**src/rtl/gcp_pkg.sv**
```systemverilog
package gcp_pkg;
  parameter int unsigned ADDR_W   = 16;
  parameter int unsigned DATA_W   = 32;
  parameter int unsigned CNT_W    = 4;
  parameter int unsigned CHAN_N   = 5;
  parameter logic [ADDR_W-1:0] CNT_ADDR = 16'h8020;

  localparam int unsigned INC_BIT = CNT_W;      // read word: sync run line
  localparam int unsigned EN_BIT  = CNT_W + 1;  // read word / write data: enable
  localparam int unsigned RUN_CH  = CHAN_N - 1; // channel carrying run/stop

  // direction after a counter write: low CNT_W channels drive
  localparam logic [CHAN_N-1:0] OE_ACTIVE = CHAN_N'((1 << CNT_W) - 1);
endpackage

```
**src/rtl/gcp_decode.sv**
```systemverilog
module gcp_decode
  import gcp_pkg::*;
(
  input  logic              clk_i,
  input  logic              rst_ni,
  input  logic [ADDR_W-1:0] addr_i,
  input  logic              wr_i,
  input  logic              rd_i,
  output logic              wr_stb_o,
  output logic              rd_sel_o
);
  logic addr_hit, wr_hit, wr_hit_q;

  assign addr_hit = (addr_i == CNT_ADDR);
  assign wr_hit   = wr_i && addr_hit;

  always_ff @(posedge clk_i or negedge rst_ni) begin
    if (!rst_ni) wr_hit_q <= 1'b0;
    else         wr_hit_q <= wr_hit;
  end

  // one pulse per request
  assign wr_stb_o = wr_hit && !wr_hit_q;
  assign rd_sel_o = rd_i && addr_hit;


  wr_oneshot_chk: assert property (@(posedge clk_i) disable iff (!rst_ni)
    wr_stb_o |=> !wr_stb_o);


  wr_addr_chk: assert property (@(posedge clk_i) disable iff (!rst_ni)
    wr_stb_o |-> (addr_i == CNT_ADDR) && wr_i);
endmodule

```
**src/rtl/gcp_sync.sv**
```systemverilog
module gcp_sync #(
  parameter int unsigned STAGES = 2
) (
  input  logic clk_i,
  input  logic rst_ni,
  input  logic d_i,
  output logic q_o
);
  logic [STAGES-1:0] stg_q;

  always_ff @(posedge clk_i or negedge rst_ni) begin
    if (!rst_ni) stg_q <= '0;
    else         stg_q <= {stg_q[STAGES-2:0], d_i};
  end

  assign q_o = stg_q[STAGES-1];
endmodule

```
**src/rtl/gcp_dir.sv**
```systemverilog
module gcp_dir
  import gcp_pkg::*;
(
  input  logic              clk_i,
  input  logic              rst_ni,
  input  logic              wr_stb_i,
  input  logic [CNT_W-1:0]  cnt_i,
  output logic [CHAN_N-1:0] oe_o,
  output logic [CHAN_N-1:0] out_o
);
  always_ff @(posedge clk_i or negedge rst_ni) begin
    if (!rst_ni)       oe_o <= '0;
    else if (wr_stb_i) oe_o <= OE_ACTIVE;
  end

  for (genvar i = 0; i < CHAN_N; i++) begin : g_chan
    if (i < CNT_W) begin : g_drv
      assign out_o[i] = oe_o[i] & cnt_i[i];
    end else begin : g_in
      assign out_o[i] = 1'b0;
    end
  end


  oe_shape_chk: assert property (@(posedge clk_i) disable iff (!rst_ni)
    (oe_o == '0) || (oe_o == OE_ACTIVE));


  oe_set_chk: assert property (@(posedge clk_i) disable iff (!rst_ni)
    wr_stb_i |=> oe_o == OE_ACTIVE);


  out_idle_chk: assert property (@(posedge clk_i) disable iff (!rst_ni)
    (oe_o == '0) |-> (out_o == '0));
endmodule

```
**src/rtl/gcp_count.sv**
```systemverilog
module gcp_count
  import gcp_pkg::*;
(
  input  logic             clk_i,
  input  logic             rst_ni,
  input  logic             wr_stb_i,
  input  logic             en_bit_i,
  input  logic             run_i,
  output logic             en_o,
  output logic [CNT_W-1:0] cnt_o
);
  always_ff @(posedge clk_i or negedge rst_ni) begin
    if (!rst_ni)       en_o <= 1'b0;
    else if (wr_stb_i) en_o <= en_bit_i;
  end

  always_ff @(posedge clk_i or negedge rst_ni) begin
    if (!rst_ni)             cnt_o <= '0;
    else if (en_o && run_i)  cnt_o <= cnt_o + 1'b1;
  end


  en_load_chk: assert property (@(posedge clk_i) disable iff (!rst_ni)
    wr_stb_i |=> en_o == $past(en_bit_i));


  cnt_step_chk: assert property (@(posedge clk_i) disable iff (!rst_ni)
    (en_o && run_i) |=> cnt_o == CNT_W'($past(cnt_o) + 1'b1));


  cnt_hold_chk: assert property (@(posedge clk_i) disable iff (!rst_ni)
    !(en_o && run_i) |=> $stable(cnt_o));
endmodule

```
**src/rtl/gated_counter_periph.sv**
```systemverilog
module gated_counter_periph
  import gcp_pkg::*;
(
  input  logic              clk_i,
  input  logic              rst_ni,
  input  logic [ADDR_W-1:0] addr_i,
  input  logic              wr_i,
  input  logic [DATA_W-1:0] wdata_i,
  input  logic              rd_i,
  output logic [DATA_W-1:0] rdata_o,
  input  logic [CHAN_N-1:0] chan_in_i,
  output logic [CHAN_N-1:0] chan_out_o,
  output logic [CHAN_N-1:0] chan_oe_o
);
  logic             wr_stb, rd_sel, run_s, en_q;
  logic [CNT_W-1:0] cnt_q;

  gcp_decode u_dec (
    .clk_i, .rst_ni, .addr_i, .wr_i, .rd_i,
    .wr_stb_o (wr_stb),
    .rd_sel_o (rd_sel)
  );

  gcp_sync #(.STAGES(2)) u_sync (
    .clk_i, .rst_ni,
    .d_i (chan_in_i[RUN_CH]),
    .q_o (run_s)
  );

  gcp_count u_cnt (
    .clk_i, .rst_ni,
    .wr_stb_i (wr_stb),
    .en_bit_i (wdata_i[EN_BIT]),
    .run_i    (run_s),
    .en_o     (en_q),
    .cnt_o    (cnt_q)
  );

  gcp_dir u_dir (
    .clk_i, .rst_ni,
    .wr_stb_i (wr_stb),
    .cnt_i    (cnt_q),
    .oe_o     (chan_oe_o),
    .out_o    (chan_out_o)
  );

  always_comb begin
    rdata_o = '0;
    if (rd_sel) begin
      rdata_o[CNT_W-1:0] = cnt_q;
      rdata_o[INC_BIT]   = run_s;
      rdata_o[EN_BIT]    = en_q;
    end
  end


  rd_idle_chk: assert property (@(posedge clk_i) disable iff (!rst_ni)
    !rd_i |-> rdata_o == '0);


  rd_upper_chk: assert property (@(posedge clk_i) disable iff (!rst_ni)
    rdata_o[DATA_W-1:EN_BIT+1] == '0);
endmodule

```
**config.mk**
```make
export PLATFORM = sky130hd
export DESIGN_NAME = gated_counter_periph
export DESIGN_NICKNAME = d
export VERILOG_FILES = /design/src/rtl/gcp_pkg.sv /design/src/rtl/gcp_decode.sv /design/src/rtl/gcp_sync.sv /design/src/rtl/gcp_dir.sv /design/src/rtl/gcp_count.sv /design/src/rtl/gated_counter_periph.sv
export SDC_FILE = /design/constraint.sdc
export NUM_CORES = 1
export LEC_CHECK = 0
export CAP_MARGIN = 20
export CORE_MARGIN = 2
export CORE_UTILIZATION = 25
export CTS_CLUSTER_DIAMETER = 30
export CTS_CLUSTER_SIZE = 20
export DETAILED_ROUTE_END_ITERATION = 10
export GPL_TIMING_DRIVEN = 0
export PLACE_DENSITY = 0.85
export SLEW_MARGIN = 15
export SYNTH_ARGS = -nofsm -noshare
export SYNTH_HDL_FRONTEND = slang
export SYNTH_SLANG_ARGS = --single-unit
```
**constraint.sdc**
```tcl
create_clock -name clk_i -period 1.9 [get_ports clk_i]
set_input_delay 0.285 -clock clk_i [delete_from_list [all_inputs] [get_ports clk_i]]
set_output_delay 0.285 -clock clk_i [all_outputs]
set_load 0.05 [all_outputs]
```
==> results.md, run 1 <==
Yosys:
- The area share of the largest cell type after synthesis is 34.07%.
- By area the synthesized netlist is led by buf_4 34%, dfrtp_1 33%, and2_1 9.2%, nor4b_2 4.4%, xnor2_1 2.6%.
- The per-instance average area after synthesis is 9.488 µm².
- The adder-cell share of the synthesized area is under 10%.
- The synthesized-area fraction occupied by ao, oa, aoi and oai cells is 0%.
- The share of synthesized registers carrying an async set or reset is 100.0%.
- Yosys printed 0 warnings.
- The portion of synthesized area spent on multiplexers is 3.297%.
- The share of the Yosys chip area taken by registers is about a third.
- The number of enable flip-flop cells after synthesis is 0.
- The unique cell type count in the Yosys netlist is 18.
- The synthesized netlist devotes 22.34% of its cell area to simple gates.
- The combinational family with the most area after synthesis is buffers and inverters.
- Summed over all instances, the cell type with the most area after synthesis is buf_4.
- The number of standard cells after synthesis is 72.
- The synthesized netlist devotes 3.846% of its cell area to XOR and XNOR gates.
- The number of flip-flops and latches in the synthesized netlist is 9.
- The post-synthesis instance area is 683.2 µm².
- The predominant post-synthesis flop cell is dfrtp_1.

Setup path:
- The worst setup path is of the input port to primary output kind.
- The launch point of the worst reg-to-reg path is u_cnt.cnt_o[0].
- The most critical setup path has its startpoint at addr_i[4].
- The critical path data required time is approximately 1600 ps.
- The critical path goes through dlygate4sd2_1 -> nor4b_4 -> nand4_1 -> nor2_4 -> and2_4 -> buf_8.
- The setup slack of the worst register-to-register path is 790 ps.
- The number of cells on the worst reg-to-reg path is 2.
- Grouping stages by cell kind, the critical path spends the most delay in simple AND/OR/NAND/NOR gates.
- The longest individual stage delay on the worst path is 260 ps.
- STA classifies the critical path startpoint as an input port.
- The capturing instance or port of the critical path is rdata_o[5].
- Together, buffers and inverters on the worst path number 2.
- The standard cell with the maximum stage delay on the critical path is dlygate4sd2_1.
- The critical path runs through a total of 6 cells.
- The endpoint of the most critical register-to-register path is u_cnt.cnt_o[1].
- The category of the worst setup path capture point is a primary output.
- The largest fanout on the critical path is 6.
- For the worst setup path, the data arrival time is 1510 ps.

CTS:
- The clock latency on the worst-skew pair is 250 ps.
- CTS built an H-tree with a depth of 1.
- Clock tree synthesis inserted a total of 3 buffers.
- The clock sink total is 9.
- The clock transition at the registers of the reported paths is approximately 60 ps.
- The root buffer cell is clkbuf_4.
- The clock tree from TritonCTS is done.
- The deepest clock path buffer count is 2.
- The cts-stage hold buffer count is 0.

Detailed routing:
- The routed via count is 608.
- The residual antenna-violating net count after detailed routing is 0.
- The total met3 wirelength after detailed routing is roughly 140 µm.
- After detailed routing, the met2 layer carries 922 µm of wire.
- The number of violations reported at the end of detailed-routing iteration 0 is 6.
- The total wire length after detailed routing is 1533 µm.
- The first-pass iteration count of the detailed router is 4.
- The average wire per standard cell is 9.018 µm.
- The DRC violations left is 0.
- The highest layer touched by signal routing is met3.
- The total routed wire length on the met1 layer is around 470 µm.
- The number of vias per cell is approximately 3.6.

Pwr:
- IR analysis of the VDD net gives a maximum drop of ~0.41 mV.
- Summed over all nets, the switching power comes to approximately 200 µW.
- The leakage dissipation is ~0.00075 µW.
- The final total power is ~550 µW.
- Of the total power, combinational logic draws 39.4%.
- Internal power comes to 346.4 µW.
- Of the total power, the share spent switching nets is 37.14%.
- The power density relative to cell area is 431.0 nW/µm².
- The sequential power share is 35.5%.
- The clock network accounts for 25.1% of the total power.

STA:
- In the final timing run, aggregate negative setup slack is 0 ps.
- The peak clock frequency supported by timing is 556.3 MHz.
- The number of endpoints failing setup at the final stage is 0.
- In this run the tightest slew margin relative to its limit is 66.18%.
- At the pin with the least slew margin, the transition time is slightly above 500 ps.
- The worst setup skew after layout is roughly 1.6 ps.
- The final critical-path required period is 1798 ps.
- The max-slew violation total from the final report is 0.
- The final cycle utilization of the critical path is ~95%.
- The number of hold violations in the final report is 0.
- Setup repair after global routing left no endpoint under its margin.

Final layout:
- The post-route cell area is 1279 µm².
- The layout-stage area growth over the synthesis result is 87.18%.
- The final net count is 199.
- After filler insertion, the fill cell instance count of the layout stands at 238.
- In the final layout, the share of cells above drive strength 1 is between 40 and 50%.
- The antenna diode count is 0.

Placement:
- The number of input and output port buffers inserted is 35.
- At the end of routability-driven placement, the weighted congestion stood at 0.7437.
- The cell area reported after detailed placement is 1172 µm².

Global route:
- The number of global-route vias before repair came to 574.
- In the global route stage, overall resource usage came out at 9.296%.
- The number of antenna violations at the first check in global routing was 0.
- Entering global routing, the biggest net connects 10 pins.
- The first global-routing pass estimated 2359 µm of wire.
- For this run the aggregate overflow at the end of global routing stands at 0.

Die:
- The number of placement rows is 18.
- The area of the die is 3167 µm².
- Once the floorplan was initialized, standard cells occupied between 20 and 30% of the core.
- The die is ~56 µm wide.
- During I/O placement, the number of pins put on the boundary was 99.
- The floorplan step set the die height to 56.28 µm.
- The placeable core region is ~2500 µm².

Flow run:
- The number of maximum-capacitance constraint violations is 0.

Status:
- The flow ran to the end, and the final reports show no timing, DRC or antenna violations.

Worst hold path:
- The worst hold path belongs to the class input port to asynchronous set/reset pin.
## state kept, by name, summed over array words and instances, names as in the netlist
name	cells
u_cnt.cnt_o	4
u_cnt.en_o	1
u_dec.wr_hit_q	1
u_dir.oe_o	1
u_sync.stg_q	2
## worst register-to-register path, delay by kind of cell (launching register included)
kind | cells | cell delay, ps
multiplexers | 1 | 260
flip-flops | 1 | 430
adder cells (fa/ha/maj) | 1 | 310
## how the worst min path moves through the flow
stage          slack, ps              end  depth (start not counted)
6_report             320   u_cnt.cnt_o[3]                          1
5_1_grt              350   u_cnt.cnt_o[1]                          1
4_1_cts              330   u_dec.wr_hit_q                          1
3_5_place_dp         350  u_sync.stg_q[1]                          0
3_3_place_gp         330  u_sync.stg_q[1]                          0
2_1_floorplan        -10   u_cnt.cnt_o[0]                          0
## Yosys cell counts (all sizes together) (2+ instances only)
cell and count:
buf 31, and2 10, dfrtp 9, nor2 3, inv 2, mux2 2, nand3 2, nor4 2
nor4b 2, xnor2 2
## cell type report
| class | instances | area [µm²] | area share, % |
|---|---|---|---|
| flip-flops and latches | 9 | 225.2 | 17.61 |
| inverters | 2 | 7.507 | 0.5871 |
| repair buffers | 37 | 377.9 | 29.55 |
| plain buffers | 31 | 232.7 | 18.20 |
| well taps | 30 | 37.54 | 2.935 |
| multi-input cells | 57 | 371.6 | 29.06 |
| clock buffers | 4 | 26.28 | 2.055 |
## metal layers
layer / up-vias / global-route usage, %
li1: 312 / -
met3: 0 / 4.839
met5: - / 0
met4: 0 / 0.3401
met1: 261 / 8.475
met2: 35 / 18.82
## power by group through the flow
stage                     sequential (µW)  clock (µW)  combinational [µW]
after floorplan                       198           0                 169
after global placement                198           0                 216
after detailed placement              199           0                 218
after CTS                             195         145                 213
after global routing                  196         159                 226
final                                 195         139                 217
## through the flow
step / hold slack (ps) / util (%) / setup WS, ps / cells
after floorplan: -10.59 / - / 260.6 / 99
after global routing: 348.5 / 50.69 / 2.598 / 170
after global placement: 332.5 / 46.48 / -849.5 / 164
final: 318.2 / 50.69 / 102.3 / 170
after detailed placement: 347.7 / 46.48 / -881.7 / 164
after CTS: 330.9 / 50.05 / 15.88 / 170
## kinds of logic after synthesis
kind of cell / Yosys count
DFF: 9
and+or+nand+nor: 23
adders and majority gates: 1
muxes: 2
xor gates and xnor gates: 3
other: 1
buffers and inverters: 33
## placed cells by master (no fill, tap or decap), types with 2 or more instances in the layout
master,count
and2_1,4
and2_4,6
buf_4,33
buf_8,6
clkbuf_4,3
clkdlybuf4s15_1,7
clkdlybuf4s50_1,5
conb_1,28
dfrtp_1,9
dlygate4sd2_1,14
dlymetal6s2s_1,2
inv_1,2
nand3_1,2
nor2_1,2
nor4_2,2
nor4b_4,2
xnor2_1,2
## timing repair
| action | CTS | global route |
|---|---|---|
| pin swaps | 8 | 8 |
| setup buffers | 2 | 0 |
| gates resized for setup | 81 | 12 |
| endpoints found under the setup margin | 13 | 7 |
Power figures use the tool's default switching activity.
==> run 2, diff against run 1 <==
- GPL_TIMING_DRIVEN: 0 -> unset
==> run 2 against run 1 <==
  * Critical path depth increased by 1
  * Power decreased by 8.8%
  * Non-clock buffer count decreased by 31
==> results.md, run 2 (synthesized netlist as in run 1, its figures left out) <==
Final layout:
- The number of filler cells placed in the layout is 268.
- The layout-stage area growth over the synthesis result is 52.93%.
- The largest registers in the layout are u_cnt.cnt_o (4), u_sync.stg_q (2).
- The most common cell after layout, fill and taps aside is conb_1.
- The net count of the finished layout is 168.
- More flip-flops sit in one register than any other, and that register is u_cnt.cnt_o.
- The fraction of final layout cells with drive strength greater than 1 is between 20% and 30%.
- The final cell count without fillers is around 140.
- The flip-flop count of the largest register, all copies and words added is 4.
- In the layout the commonest cells are 28 x conb_1, 14 x dlygate4sd2_1, 10 x buf_4.
- The antenna diode count is 0.

STA:
- The final cycle utilization of the critical path is 93.67%.
- Clock skew on the completed layout was measured at around 2.3 ps.
- The worst hold margin is 308.2 ps.
- The number of endpoints failing setup at the final stage is 0.
- The max-slew violation total from the final report is 0.
- The worst path needs 1780 ps of the cycle, external delays included.
- For this run, the top clock speed supported by timing is 561.9 MHz.
- Setup repair after global routing left no endpoint under its margin.
- The number of hold violations in the final report came to 0.

Setup path:
- Data on the critical path is required at its endpoint by 1620 ps.
- On the worst path, the slowest cell contributes a delay of between 200 and 300 ps.
- In this run the critical register-to-register path is captured at u_cnt.cnt_o[1].
- Traced cell by cell, the critical path runs through dlygate4sd2_1 -> nor4b_4 -> nand4_1 -> nor2_1 -> buf_4 -> and2_4 -> buf_12.
- The worst register-to-register path begins at u_cnt.cnt_o[0].
- The standard cell with the maximum stage delay on the critical path is nor4b_4.
- The arrival time of the worst setup path is 1490 ps.
- The number of cells on the worst reg-to-reg path is 2.
- In this run the worst path has a maximum fanout of 6.
- The category of the worst setup path launch point is an input port.
- The worst setup path is of the input port to primary output kind.
- The category of the worst setup path capture point is a primary output.
- In this run the register-to-register setup slack is 790 ps.

Placement:
- During placement, the flow inserted port buffers numbering 35.
- Counting tap cells, the placed design contains a total of roughly 140 instances.
- The HPWL after detailed placement is 1145 µm.
- The final estimated routing congestion in global placement is ~0.8.

Detailed routing:
- For this run, design rule violations remaining after detail routing come to 0.
- The average wire per standard cell is 9.424 µm.
- The detailed router placed 500 vias in this run.
- The residual antenna-violating net count after detailed routing is 0.
- In the routed layout, each cell is associated on average with a via count of 3.597.
- The total wire length after detailed routing is 1310 µm.
- The first routing iteration left 5 violations.
- The first-pass iteration count of the detailed router is 3.

Worst hold path:
- The path class of the tightest hold or removal check is input port to asynchronous set/reset pin.

CTS:
- The later pin in the worst-skew pair is clocked with a latency of 250 ps.
- The deepest clock path buffer count is 2.
- The clock tree from TritonCTS is done.
- Buffers inserted to repair hold after CTS numbered 0.
- The root buffer cell chosen for the clock tree is clkbuf_4.
- Buffers inserted during clock tree synthesis total 3.
- The clock sink total is 9.
- The clock transition at the registers of the reported paths is about 60 ps.
- CTS built an H-tree with a depth of 1.

Die:
- During I/O placement, the number of pins put on the boundary was 99.
- Measured along the x axis, the die boundary spans 56.28 µm.
- The area of the die is around 3200 µm².
- In this run the core area contains 18 standard-cell rows.
- The total area inside the core boundary comes to 2522 µm².
- The die is 56.28 µm tall.
- For this configuration, the core starts out at a cell density of around 27%.

Pwr:
- The worst-case vdd ir drop is roughly 0.22 mV.
- The design draws between 500 and 600 µW.
- The power density relative to cell area is 480.9 nW/µm².
- The leakage dissipation is 0.0005619 µW.

Global route:
- The total overflow left after global routing is 0.
- The global-route met2 utilization is between 10% and 20%.
- The first-pass GRT wire length is 1966 µm.
- The number of global-route vias before repair is about 450.
- The met3 capacity usage during global routing is 2.995%.
- The number of antenna violations at the first check in global routing came to 0.
- In the global route stage, met1 resource usage came out at 7.757%.
- In this run the most used layer during global routing was met2.
- The total global routing track utilization is slightly above 8%.
- The maximum number of pins on one net before global-route repair is 10.

Status:
- The run finished with clean final reports.

Flow run:
- The number of maximum-capacitance constraint violations is 0.
==> run 2: changes by cell type in the layout (fill, tap and decap cells not counted), sizes merged <==
cell           delta
buf              -23
clkbuf            -1
clkdlybuf4s15     -7
==> run 2: worst max path at each step <==
stage / start / to / depth (start not counted)
6_report: addr_i[3] / rdata_o[2] / 7
5_1_grt: addr_i[10] / rdata_o[2] / 7
4_1_cts: addr_i[13] / rdata_o[2] / 7
3_5_place_dp: addr_i[2] / rdata_o[2] / 7
3_3_place_gp: addr_i[10] / rdata_o[1] / 7
2_1_floorplan: addr_i[6] / rdata_o[0] / 4
==> run 2: metal layers <==
layer / share of wire (%) / vias up
li1: - / 244
met1: 32 / 228
met2: 59 / 28
met3: 8.4 / 0
met4: 0 / 0
met5: 0 / -
==> run 2: power breakdown <==
part           switching [µW]  total (µW)  internal, µW
clock network            60.4         141          80.5
logic                     136         166          30.6
registers                1.30         195           194
total                     197         502           305
==> run 2: stage by stage <==
| step | cell area, µm² | setup WS [ps] | setup TNS (ps) | utilization (%) |
|---|---|---|---|---|
| floorplan | 784.5 | 260.6 | 0 | - |
| global placement | 994.7 | -92.33 | -485.5 | 39.43 |
| detailed placement | 994.7 | -106.0 | -584.2 | 39.43 |
| CTS | 1027 | 24.09 | 0 | 40.72 |
| global route | 1045 | 3.452 | 0 | 41.42 |
| finish | 1045 | 120.4 | 0 | 41.42 |
==> run 2: worst max-delay path: cells and delay by family <==
family / cells / cell delay [ps]
simple gates: 4 / 680
buf+inv: 3 / 530
==> run 2: layout make-up <==
class	instances	area [µm²]	share of cell area, %
Tap cell	30	37.54	3.593
Multi-Input combinational cell	57	355.3	34.01
Sequential cell	9	225.2	21.56
Clock buffer	4	26.28	2.515
Inverter	2	7.507	0.7186
Timing Repair Buffer	37	392.9	37.60
==> run 2: repair_timing <==
item                                    CTS  global route
resized for setup                        21             4
endpoints found under the setup margin    6             6
pin swaps                                 6             4
setup buffers                             0             0
cloned                                    0             0
